### src/rtl/alu8_pkg.sv
package alu8_pkg;
  localparam int DW = 8;
  localparam int WW = 2 * DW;
  localparam int HB = (WW * 3) / 4;
  localparam logic [DW-1:0] ONE     = {{(DW-1){1'b0}}, 1'b1};
  localparam logic [DW-1:0] POS_MAX = {1'b0, {(DW-1){1'b1}}};
  localparam logic [DW-1:0] NEG_MIN = {1'b1, {(DW-1){1'b0}}};

  typedef enum logic [2:0] {
    OP_INC  = 3'd0,
    OP_DEC  = 3'd1,
    OP_AND  = 3'd2,
    OP_OR   = 3'd3,
    OP_XOR  = 3'd4,
    OP_RLT  = 3'd5,
    OP_RLC  = 3'd6,
    OP_ADDW = 3'd7
  } alu_op_e;

  typedef struct packed {
    logic          s;
    logic [DW-1:0] zval;
    logic          b5;
    logic          h;
    logic          b3;
    logic          pv;
    logic          n;
    logic          c;
  } flag_state_t;
endpackage

### src/rtl/alu8_bytepath.sv
module alu8_bytepath
  import alu8_pkg::*;
(
  input  alu_op_e       op,
  input  logic [DW-1:0] acc,
  input  logic [DW-1:0] opnd,
  input  flag_state_t   cur,
  output logic [DW-1:0] res,
  output flag_state_t   nxt
);
  always_comb begin
    nxt = cur;
    res = '0;
    case (op)
      OP_INC: begin
        res    = opnd + ONE;
        nxt.s  = res[DW-1];
        nxt.zval = res;
        nxt.b5 = res[5];
        nxt.b3 = res[3];
        nxt.h  = &opnd[3:0];
        nxt.pv = (opnd == POS_MAX);
        nxt.n  = 1'b0;
      end
      OP_DEC: begin
        res    = opnd - ONE;
        nxt.s  = res[DW-1];
        nxt.zval = res;
        nxt.b5 = res[5];
        nxt.b3 = res[3];
        nxt.h  = ~|opnd[3:0];
        nxt.pv = (opnd == NEG_MIN);
        nxt.n  = 1'b1;
      end
      OP_AND, OP_OR, OP_XOR: begin
        if (op == OP_AND)     res = acc & opnd;
        else if (op == OP_OR) res = acc | opnd;
        else                  res = acc ^ opnd;
        nxt.s  = res[DW-1];
        nxt.zval = res;
        nxt.b5 = res[5];
        nxt.b3 = res[3];
        nxt.h  = (op == OP_AND);
        nxt.pv = ~^res;
        nxt.n  = 1'b0;
        nxt.c  = 1'b0;
      end
      OP_RLT, OP_RLC: begin
        res    = {acc[DW-2:0], (op == OP_RLT) ? cur.c : acc[DW-1]};
        nxt.b5 = res[5];
        nxt.b3 = res[3];
        nxt.h  = 1'b0;
        nxt.n  = 1'b0;
        nxt.c  = acc[DW-1];
      end
      default: begin
        res = '0;
      end
    endcase
  end
endmodule

### src/rtl/alu8_widepath.sv
module alu8_widepath
  import alu8_pkg::*;
(
  input  logic [WW-1:0] wa,
  input  logic [WW-1:0] wb,
  input  flag_state_t   cur,
  output logic [WW-1:0] sum,
  output flag_state_t   nxt
);
  logic [WW:0] full;

  always_comb begin
    full   = {1'b0, wa} + {1'b0, wb};
    sum    = full[WW-1:0];
    nxt    = cur;
    nxt.c  = full[WW];
    nxt.h  = full[HB] ^ wa[HB] ^ wb[HB];
    nxt.b5 = full[DW+5];
    nxt.b3 = full[DW+3];
    nxt.n  = 1'b0;
  end
endmodule

### src/rtl/alu8_flagreg.sv
module alu8_flagreg
  import alu8_pkg::*;
(
  input  logic          clk,
  input  logic          rst_n,
  input  logic          ld,
  input  logic [7:0]    ld_byte,
  input  logic          upd,
  input  flag_state_t   nxt,
  output flag_state_t   state,
  output logic [7:0]    packed_flags
);
  flag_state_t state_q, state_d;

  always_comb begin
    state_d = state_q;
    if (ld) begin
      state_d.s    = ld_byte[7];
      state_d.zval = {DW{~ld_byte[6]}};
      state_d.b5   = ld_byte[5];
      state_d.h    = ld_byte[4];
      state_d.b3   = ld_byte[3];
      state_d.pv   = ld_byte[2];
      state_d.n    = ld_byte[1];
      state_d.c    = ld_byte[0];
    end else if (upd) begin
      state_d = nxt;
    end
  end

  always_ff @(posedge clk or negedge rst_n) begin
    if (!rst_n) begin
      state_q.s    <= 1'b0;
      state_q.zval <= '1;
      state_q.b5   <= 1'b0;
      state_q.h    <= 1'b0;
      state_q.b3   <= 1'b0;
      state_q.pv   <= 1'b0;
      state_q.n    <= 1'b0;
      state_q.c    <= 1'b0;
    end else if (ld || upd) begin
      state_q <= state_d;
    end
  end

  assign state = state_q;
  assign packed_flags = {state_q.s, ~|state_q.zval, state_q.b5, state_q.h,
                         state_q.b3, state_q.pv, state_q.n, state_q.c};

  // a load restores the byte exactly
  assert_load_restores_R9: assert property (@(posedge clk) disable iff (!rst_n)
    ld |=> packed_flags == $past(ld_byte));
  // no load and no update leaves the register alone
  assert_hold_idle_R10: assert property (@(posedge clk) disable iff (!rst_n)
    (!ld && !upd) |=> $stable(packed_flags));
endmodule

### src/rtl/alu8_flagcore.sv
module alu8_flagcore
  import alu8_pkg::*;
#(
  parameter int SYNC_STAGES = 2
) (
  input  logic          clk,
  input  logic          rst_n,
  input  logic          upd_en,
  input  logic [2:0]    op_sel,
  input  logic [DW-1:0] acc_in,
  input  logic [DW-1:0] opnd_in,
  input  logic [WW-1:0] wide_a,
  input  logic [WW-1:0] wide_b,
  input  logic          flag_ld,
  input  logic [7:0]    flag_ld_data,
  output logic [DW-1:0] res_byte,
  output logic [WW-1:0] res_wide,
  output logic [7:0]    flag_byte
);
  logic [SYNC_STAGES-1:0] rst_pipe;
  logic                   rst_sync_n;

  always_ff @(posedge clk or negedge rst_n) begin
    if (!rst_n) rst_pipe <= '0;
    else        rst_pipe <= {rst_pipe[SYNC_STAGES-2:0], 1'b1};
  end
  assign rst_sync_n = rst_pipe[SYNC_STAGES-1];

  alu_op_e     op_e;
  flag_state_t cur_state, byte_nxt, wide_nxt, sel_nxt;

  assign op_e = alu_op_e'(op_sel);

  alu8_bytepath u_byte (
    .op   (op_e),
    .acc  (acc_in),
    .opnd (opnd_in),
    .cur  (cur_state),
    .res  (res_byte),
    .nxt  (byte_nxt)
  );

  alu8_widepath u_wide (
    .wa   (wide_a),
    .wb   (wide_b),
    .cur  (cur_state),
    .sum  (res_wide),
    .nxt  (wide_nxt)
  );

  assign sel_nxt = (op_e == OP_ADDW) ? wide_nxt : byte_nxt;

  alu8_flagreg u_flags (
    .clk          (clk),
    .rst_n        (rst_sync_n),
    .ld           (flag_ld),
    .ld_byte      (flag_ld_data),
    .upd          (upd_en),
    .nxt          (sel_nxt),
    .state        (cur_state),
    .packed_flags (flag_byte)
  );

  logic commit;
  assign commit = upd_en && !flag_ld;

  // increment and decrement leave carry alone
  assert_incdec_keep_carry_R2: assert property (@(posedge clk) disable iff (!rst_sync_n)
    (commit && (op_e == OP_INC || op_e == OP_DEC)) |=> flag_byte[0] == $past(flag_byte[0]));
  // logic ops clear subtract and carry
  assert_logic_clear_nc_R4: assert property (@(posedge clk) disable iff (!rst_sync_n)
    (commit && (op_e == OP_AND || op_e == OP_OR || op_e == OP_XOR)) |=> flag_byte[1:0] == 2'b00);
  // both rotates take carry from accumulator bit 7
  assert_rotate_carry_R6: assert property (@(posedge clk) disable iff (!rst_sync_n)
    (commit && (op_e == OP_RLT || op_e == OP_RLC)) |=> flag_byte[0] == $past(acc_in[DW-1]));
  // wide add keeps sign, zero and parity
  assert_wide_keeps_szp_R8: assert property (@(posedge clk) disable iff (!rst_sync_n)
    (commit && op_e == OP_ADDW) |=> (flag_byte[7] == $past(flag_byte[7]) &&
                                     flag_byte[6] == $past(flag_byte[6]) &&
                                     flag_byte[2] == $past(flag_byte[2])));
endmodule

### config.mk
export PLATFORM = sky130hd
export DESIGN_NAME = alu8_flagcore
export DESIGN_NICKNAME = d
export VERILOG_FILES = /design/src/rtl/alu8_pkg.sv /design/src/rtl/alu8_bytepath.sv /design/src/rtl/alu8_widepath.sv /design/src/rtl/alu8_flagreg.sv /design/src/rtl/alu8_flagcore.sv
export SDC_FILE = /design/constraint.sdc
export NUM_CORES = 1
export LEC_CHECK = 0
export BUFFER_PORTS_ARGS = -buffer_cell sky130_fd_sc_hd__buf_2
export CORE_UTILIZATION = 35
export DETAILED_ROUTE_END_ITERATION = 16
export HOLD_SLACK_MARGIN = 0.08
export PLACE_DENSITY = 0.55
export REMOVE_ABC_BUFFERS = 1
export SYNTH_ARGS = -nofsm -noshare
export SYNTH_HDL_FRONTEND = slang
export SYNTH_SLANG_ARGS = --single-unit
### constraint.sdc
create_clock -name clk -period 4.95 [get_ports clk]
set_input_delay 1.485 -clock clk [delete_from_list [all_inputs] [get_ports clk]]
set_output_delay 1.485 -clock clk [all_outputs]
set_load 0.01 [all_outputs]
Yosys cells after proc, flatten, opt, wreduce, memory -nomap -nowiden
Cells that the tools add are included.
{ "classes": {"addsub": 3, "eq_ne": 10, "muxes": 13, "bitwise_logic": 6, "n_reduce_logical": 20} }
{ "ops": {"columns": ["operator", "count"], "rows": [
  ["two-way mux 15 bit", 3],
  ["one-hot mux 8 bit (4 select lines)", 1],
  ["one-hot mux 9 bit (3 select lines)", 1],
  ["two-way mux 8 bit", 3],
  ["adder 16 x 16 -> 17 bit", 1],
  ["== test 3 bit, second input constant", 4],
  ["one-hot mux 3 bit (4 select lines)", 1],
  ["nonzero test 4 bit", 3],
  ["AND reduction 3 bit", 3],
  ["adder 8 x 1 -> 8 bit, second input constant", 1],
  ["bitwise AND 8 bit", 1],
  ["== test 8 x 7 -> 1 bit, second input constant", 1],
  ["== test 8 bit, second input constant", 1],
  ["bitwise OR 8 bit", 1],
  ["AND reduction 4 bit", 2],
  ["OR reduction 8 bit", 1],
  ["XNOR reduction 8 bit", 1],
  ["subtractor 8 x 1 -> 8 bit, second input constant", 1],
  ["bitwise XOR 8 bit", 1],
  ["== test 3 x 2 -> 1 bit, second input constant", 2],
  ["nonzero test 6 bit", 1],
  ["OR reduction 6 bit", 1],
  ["one-hot mux 1 bit (2 select lines)", 2],
  ["OR reduction 4 bit", 1],
  ["12 further kinds", 14]
]} }
{ "word_totals": {"regBits": 17, "input_bits": 63, "out_inout_bits": 32, "word_cells": 61} }

Depth between registers and ports, before layout
{ "depth": {"depth_word": 9, "mapped_depth": 10} }

Cells and area by module
Synthesis repeated with hierarchy kept, for this count alone.
{ "hier_totals": {"hier_cells": 406, "hier_area_um2": 3338.2} }
{ "modules_own_cells": {"columns": ["module", "instances", "cells_each", "area_per_inst_um2", "seq_area_each_um2"], "rows": [
  ["alu8_bytepath", 1, 193, 1346.3, 0.0],
  ["alu8_widepath", 1, 126, 910.9, 0.0],
  ["alu8_flagreg", 1, 67, 792.0, 385.4],
  ["alu8_flagcore", 1, 20, 289.0, 50.0]
]} }

Worst setup path before layout
OpenSTA, ideal clock, no wires.
{ "synth_path": {"path_kind": "input -> output", "from": "input port wide_a[0]", "to": "output port res_wide[14]", "arrival_time_ps": 3305, "required_ps": 3465, "path_slack_ps": 160, "path_stages": 9, "n_path_buf": 0, "path_cell_list": "ha_1 > fa_1 > a21o_1 > a21oi_1 > o21ai_0 > a31oi_1 > o21bai_1 > a21oi_1 > xnor2_1"} }
{ "synth_between": {"elab_chain_cells": 1} }
{ "synth_lines": {"columns": ["item", "line_no", "text"], "rows": [
  ["start: declaration", "alu8_flagcore.sv:12", "input logic [WW-1:0] wide_a,"],
  ["adder 16 x 16 -> 17 bit", "alu8_widepath.sv:13", "full = {1'b0, wa} + {1'b0, wb};"],
  ["end: declaration", "alu8_flagcore.sv:17", "output logic [WW-1:0] res_wide,"]
]} }
No other way between the ends.

Worst setup path after layout
{ "layout_path": {"from": "input port wide_a[2]", "to": "output port res_wide[15]"} }
The elaborated chain is that of the path after synthesis.

==> results.json <==
{
  "status": "finished, final reports clean",
  "combPwrFrac_pct": 58.1,
  "max_freq_mhz": 208,
  "synthFlopType": "dfrtp_1",
  "place_congestion": 0.911,
  "synth_simple_gate_area_share_pct": 19.6,
  "critPathKind": "input port to primary output",
  "start_util_pct": 37.0,
  "placed_cell_area_sq_um": 3490,
  "slew_violations": 0,
  "wl_um": 8920,
  "slowest_stage": "or4_4",
  "swShare_pct": 41.7,
  "critPathArrivalTime_ns": 3.33,
  "avgRoutedWirePerCell_um": 15.4,
  "max_stage_delay_ns": 0.50,
  "finalSetupViolations": 0,
  "critPathLaunch": "wide_a[2]",
  "async_flop_share_pct": 100,
  "seqPwrFrac_pct": 26.1,
  "syn_area_sq_um": 2920,
  "ys_ff_latch": 17,
  "yosysUniqueCellTypes": 54,
  "p_per_area_nw_per_um2": 186,
  "critical_path_required_ns": 3.46,
  "dieHeight_um": 93.3,
  "std_cell_rows": 32,
  "grt_pass1_vias": 3045,
  "grt_start_max_net_pins": 19,
  "num_vias": 3150,
  "switchingPower_uw": 277,
  "coreArea_sq_um": 7890,
  "worstReg2RegEnd": "u_flags.packed_flags[4]",
  "netlist_instances": 387,
  "port_buffers": 94,
  "dieArea_sq_um": 8700,
  "postRouteAntennaNets": 0,
  "synth_top_family_by_area": "compound AO/OA/AOI/OAI gates",
  "drt_iter0_markers": 193,
  "dr.pass1.iters": 5,
  "path_clk_slew_ns": 0.07,
  "crit_chain": "buf_2 > ha_1 > o21ai_0 > or4_4 > nand4_1 > a31oi_2 > o21ai_1 > xor2_1 > buf_2",
  "min_path_type": "register to asynchronous set/reset pin",
  "die_w_um": 93.3,
  "r2r_slack_ns": 4.14,
  "synth-edff-count": 0,
  "clock_sinks": 17,
  "grt_antenna_before_repair": 0,
  "synthToLayoutAreaGrowth_pct": 22.4,
  "syn_avg_cell_area_sq_um": 7.53,
  "cts_max_level": 1,
  "skew_ns": 0.00569,
  "tritoncts": "done",
  "fin_util_pct": 45.2,
  "final_nets": 577,
  "path_common_cell": "buf_2",
  "ir_worst_vdd_mv": 0.0844,
  "crit-reg2reg-launch": "u_flags.packed_flags[4]",
  "fin_crit_sh_pct": 97.2,
  "clk_latency_ns": 0.26,
  "slew_headroom_pct": 53.3,
  "synth_compound_area_share_pct": 26.3,
  "synthMuxAreaShare_pct": 4.21,
  "drive_above_1_share_pct": 27.5,
  "grt_pass1_wl_um": 14600,
  "synth_xor_area_share_pct": 11.1,
  "reg2reg_depth": 2,
  "cts_root_buf": "clkbuf_8",
  "clkPwrFrac_pct": 15.8,
  "grt-ovfl-total": 0,
  "yosys_warnings": 0,
  "diodes": 0,
  "crit_path_end_kind": "primary output",
  "track_usage_pct": 21.0,
  "fill_cells": 810,
  "clockBufferDepth": 2,
  "cts_buffers": 3,
  "ios": 95,
  "fin_area_sq_um": 3570,
  "cp_max_fo": 4,
  "finalHoldViolCount": 0,
  "synth_adder_area_share_pct": 16.1,
  "layout_min_cycle_time_ns": 4.81,
  "dp_hpwl_um": 7290,
  "tightest_slew_ns": 0.698,
  "startpoint_type": "input port",
  "viasPerCell": 5.45,
  "p_leak_uw": 0.00171,
  "ys_seq_area_share_pct": 14.9,
  "maxCapViolCount": 0,
  "power.internal_uw": 387,
  "drc": 0
}
-- synthesized netlist by cell type (8+ instances only) --
cell,number,area share [%]
xnor2_1,27,8.1
clkbuf_1,11,1.4
dfrtp_1,9,7.7
dfstp_2,8,7.2
inv_1,27,3.5
mux2i_1,10,3.4
nand2_1,32,4.1
xor2_1,10,3.0
o21ai_0,28,4.8
nor3_1,10,1.7
a21oi_1,26,4.5
ha_1,36,15
nand2b_1,8,1.7
nand3_1,12,2.1
nor2_1,30,3.9
a211oi_1,9,2.3
a31oi_1,10,2.1
-- worst max-delay path: cells and delay by family --
kind                       cells  cell delay [ns]
and+or+nand+nor                2             0.66
adders and majority gates      1             0.33
buffers and inverters          2             0.26
AOI/OAI and AO/OA              3             0.42
xor gates and xnor gates       1             0.18
-- cells in the final DEF, fill, tap and decap left out, drive strengths merged, types with 4 or more instances in the layout --
cell type / instances
ha: 36
dfrtp: 9
a21oi: 26
a31oi: 10
a22oi: 4
xor2: 10
buf: 107
dfstp: 8
nor2: 30
xnor2: 27
nand4: 4
inv: 27
o221ai: 7
nor3: 10
nand2: 32
nand3: 12
or4: 4
o21ai: 28
mux2i: 10
a21o: 7
nor2b: 4
nand2b: 8
a211oi: 9
-- how the worst max path moves through the flow --
stage               depth (start not counted)            to  slack, ns
floorplan                                   9  res_wide[14]       0.16
global placement                           11  res_wide[14]      -0.06
detailed placement                         11  res_wide[14]      -0.06
CTS                                        11  res_wide[14]       0.02
global route                                9  res_wide[15]    -0.0003
finish                                      9  res_wide[15]       0.14
-- power groups by stage --
stage | clock, uW | sequential, uW | combinational (uW)
final | 105 | 173 | 385
after global routing | 113 | 176 | 425
after CTS | 109 | 174 | 383
after detailed placement | 0 | 176 | 378
after global placement | 0 | 176 | 376
after floorplan | 0 | 177 | 225
-- final cells by class --
| class | instances | area [sq um] | share of cell area (%) |
|---|---|---|---|
| repair buffers | 107 | 568 | 15.9 |
| multi-input cells | 320 | 2290 | 64.1 |
| clock inverters | 1 | 5.00 | 0.140 |
| inverters | 28 | 105 | 2.95 |
| well taps | 102 | 128 | 3.58 |
| flip-flops and latches | 17 | 435 | 12.2 |
| clock buffers | 3 | 41.3 | 1.16 |
-- flip-flops by register name, summed over array words and instances, names as in the netlist --
name	count
rst_pipe	2
u_flags.packed_flags	7
u_flags.state	8
-- timing repair --
| action | in CTS | in global routing |
|---|---|---|
| gates cloned | 0 | 0 |
| resized for setup | 3 | 6 |
| pin swaps | 1 | 4 |
| setup endpoints to repair | 2 | 3 |
| hold buffers | 0 | 0 |
| setup buffers | 0 | 0 |
-- metrics by stage --
| stage | total power (uW) | setup TNS [ns] | instances | setup slack, ns | hold WS (ns) |
|---|---|---|---|---|---|
| after floorplan | 402 | 0 | 365 | 0.160 | 0.181 |
| final | 664 | 0 | 578 | 0.137 | 0.244 |
| after global placement | 552 | -0.0611 | 574 | -0.0611 | 0.266 |
| after detailed placement | 555 | -0.0757 | 574 | -0.0646 | 0.273 |
| after global routing | 714 | -0.000327 | 578 | -0.000327 | 0.306 |
| after CTS | 665 | 0 | 578 | 0.0169 | 0.272 |
-- layer usage --
metal / vias to the layer above / part of all wire (%) / GRT usage [%]
li1: 1578 / - / -
met5: - / 0 / 0
met1: 1458 / 47 / 27.9
met4: 0 / 1.1 / 2.69
met2: 105 / 46 / 36.1
met3: 9 / 6.1 / 3.82
-- logic make-up (layout without fill, tap and decap cells) --
logic type,Yosys count,count (layout)
AO/OA/AOI/OAI,118,118
AND/OR/NAND/NOR,115,115
buffers and inverters,50,139
adder cells (fa/ha/maj),37,37
XOR/XNOR,37,37
flip-flops,17,17
multiplexers,12,12
other,1,1
No activity file was read; power rests on OpenSTA's default activity.
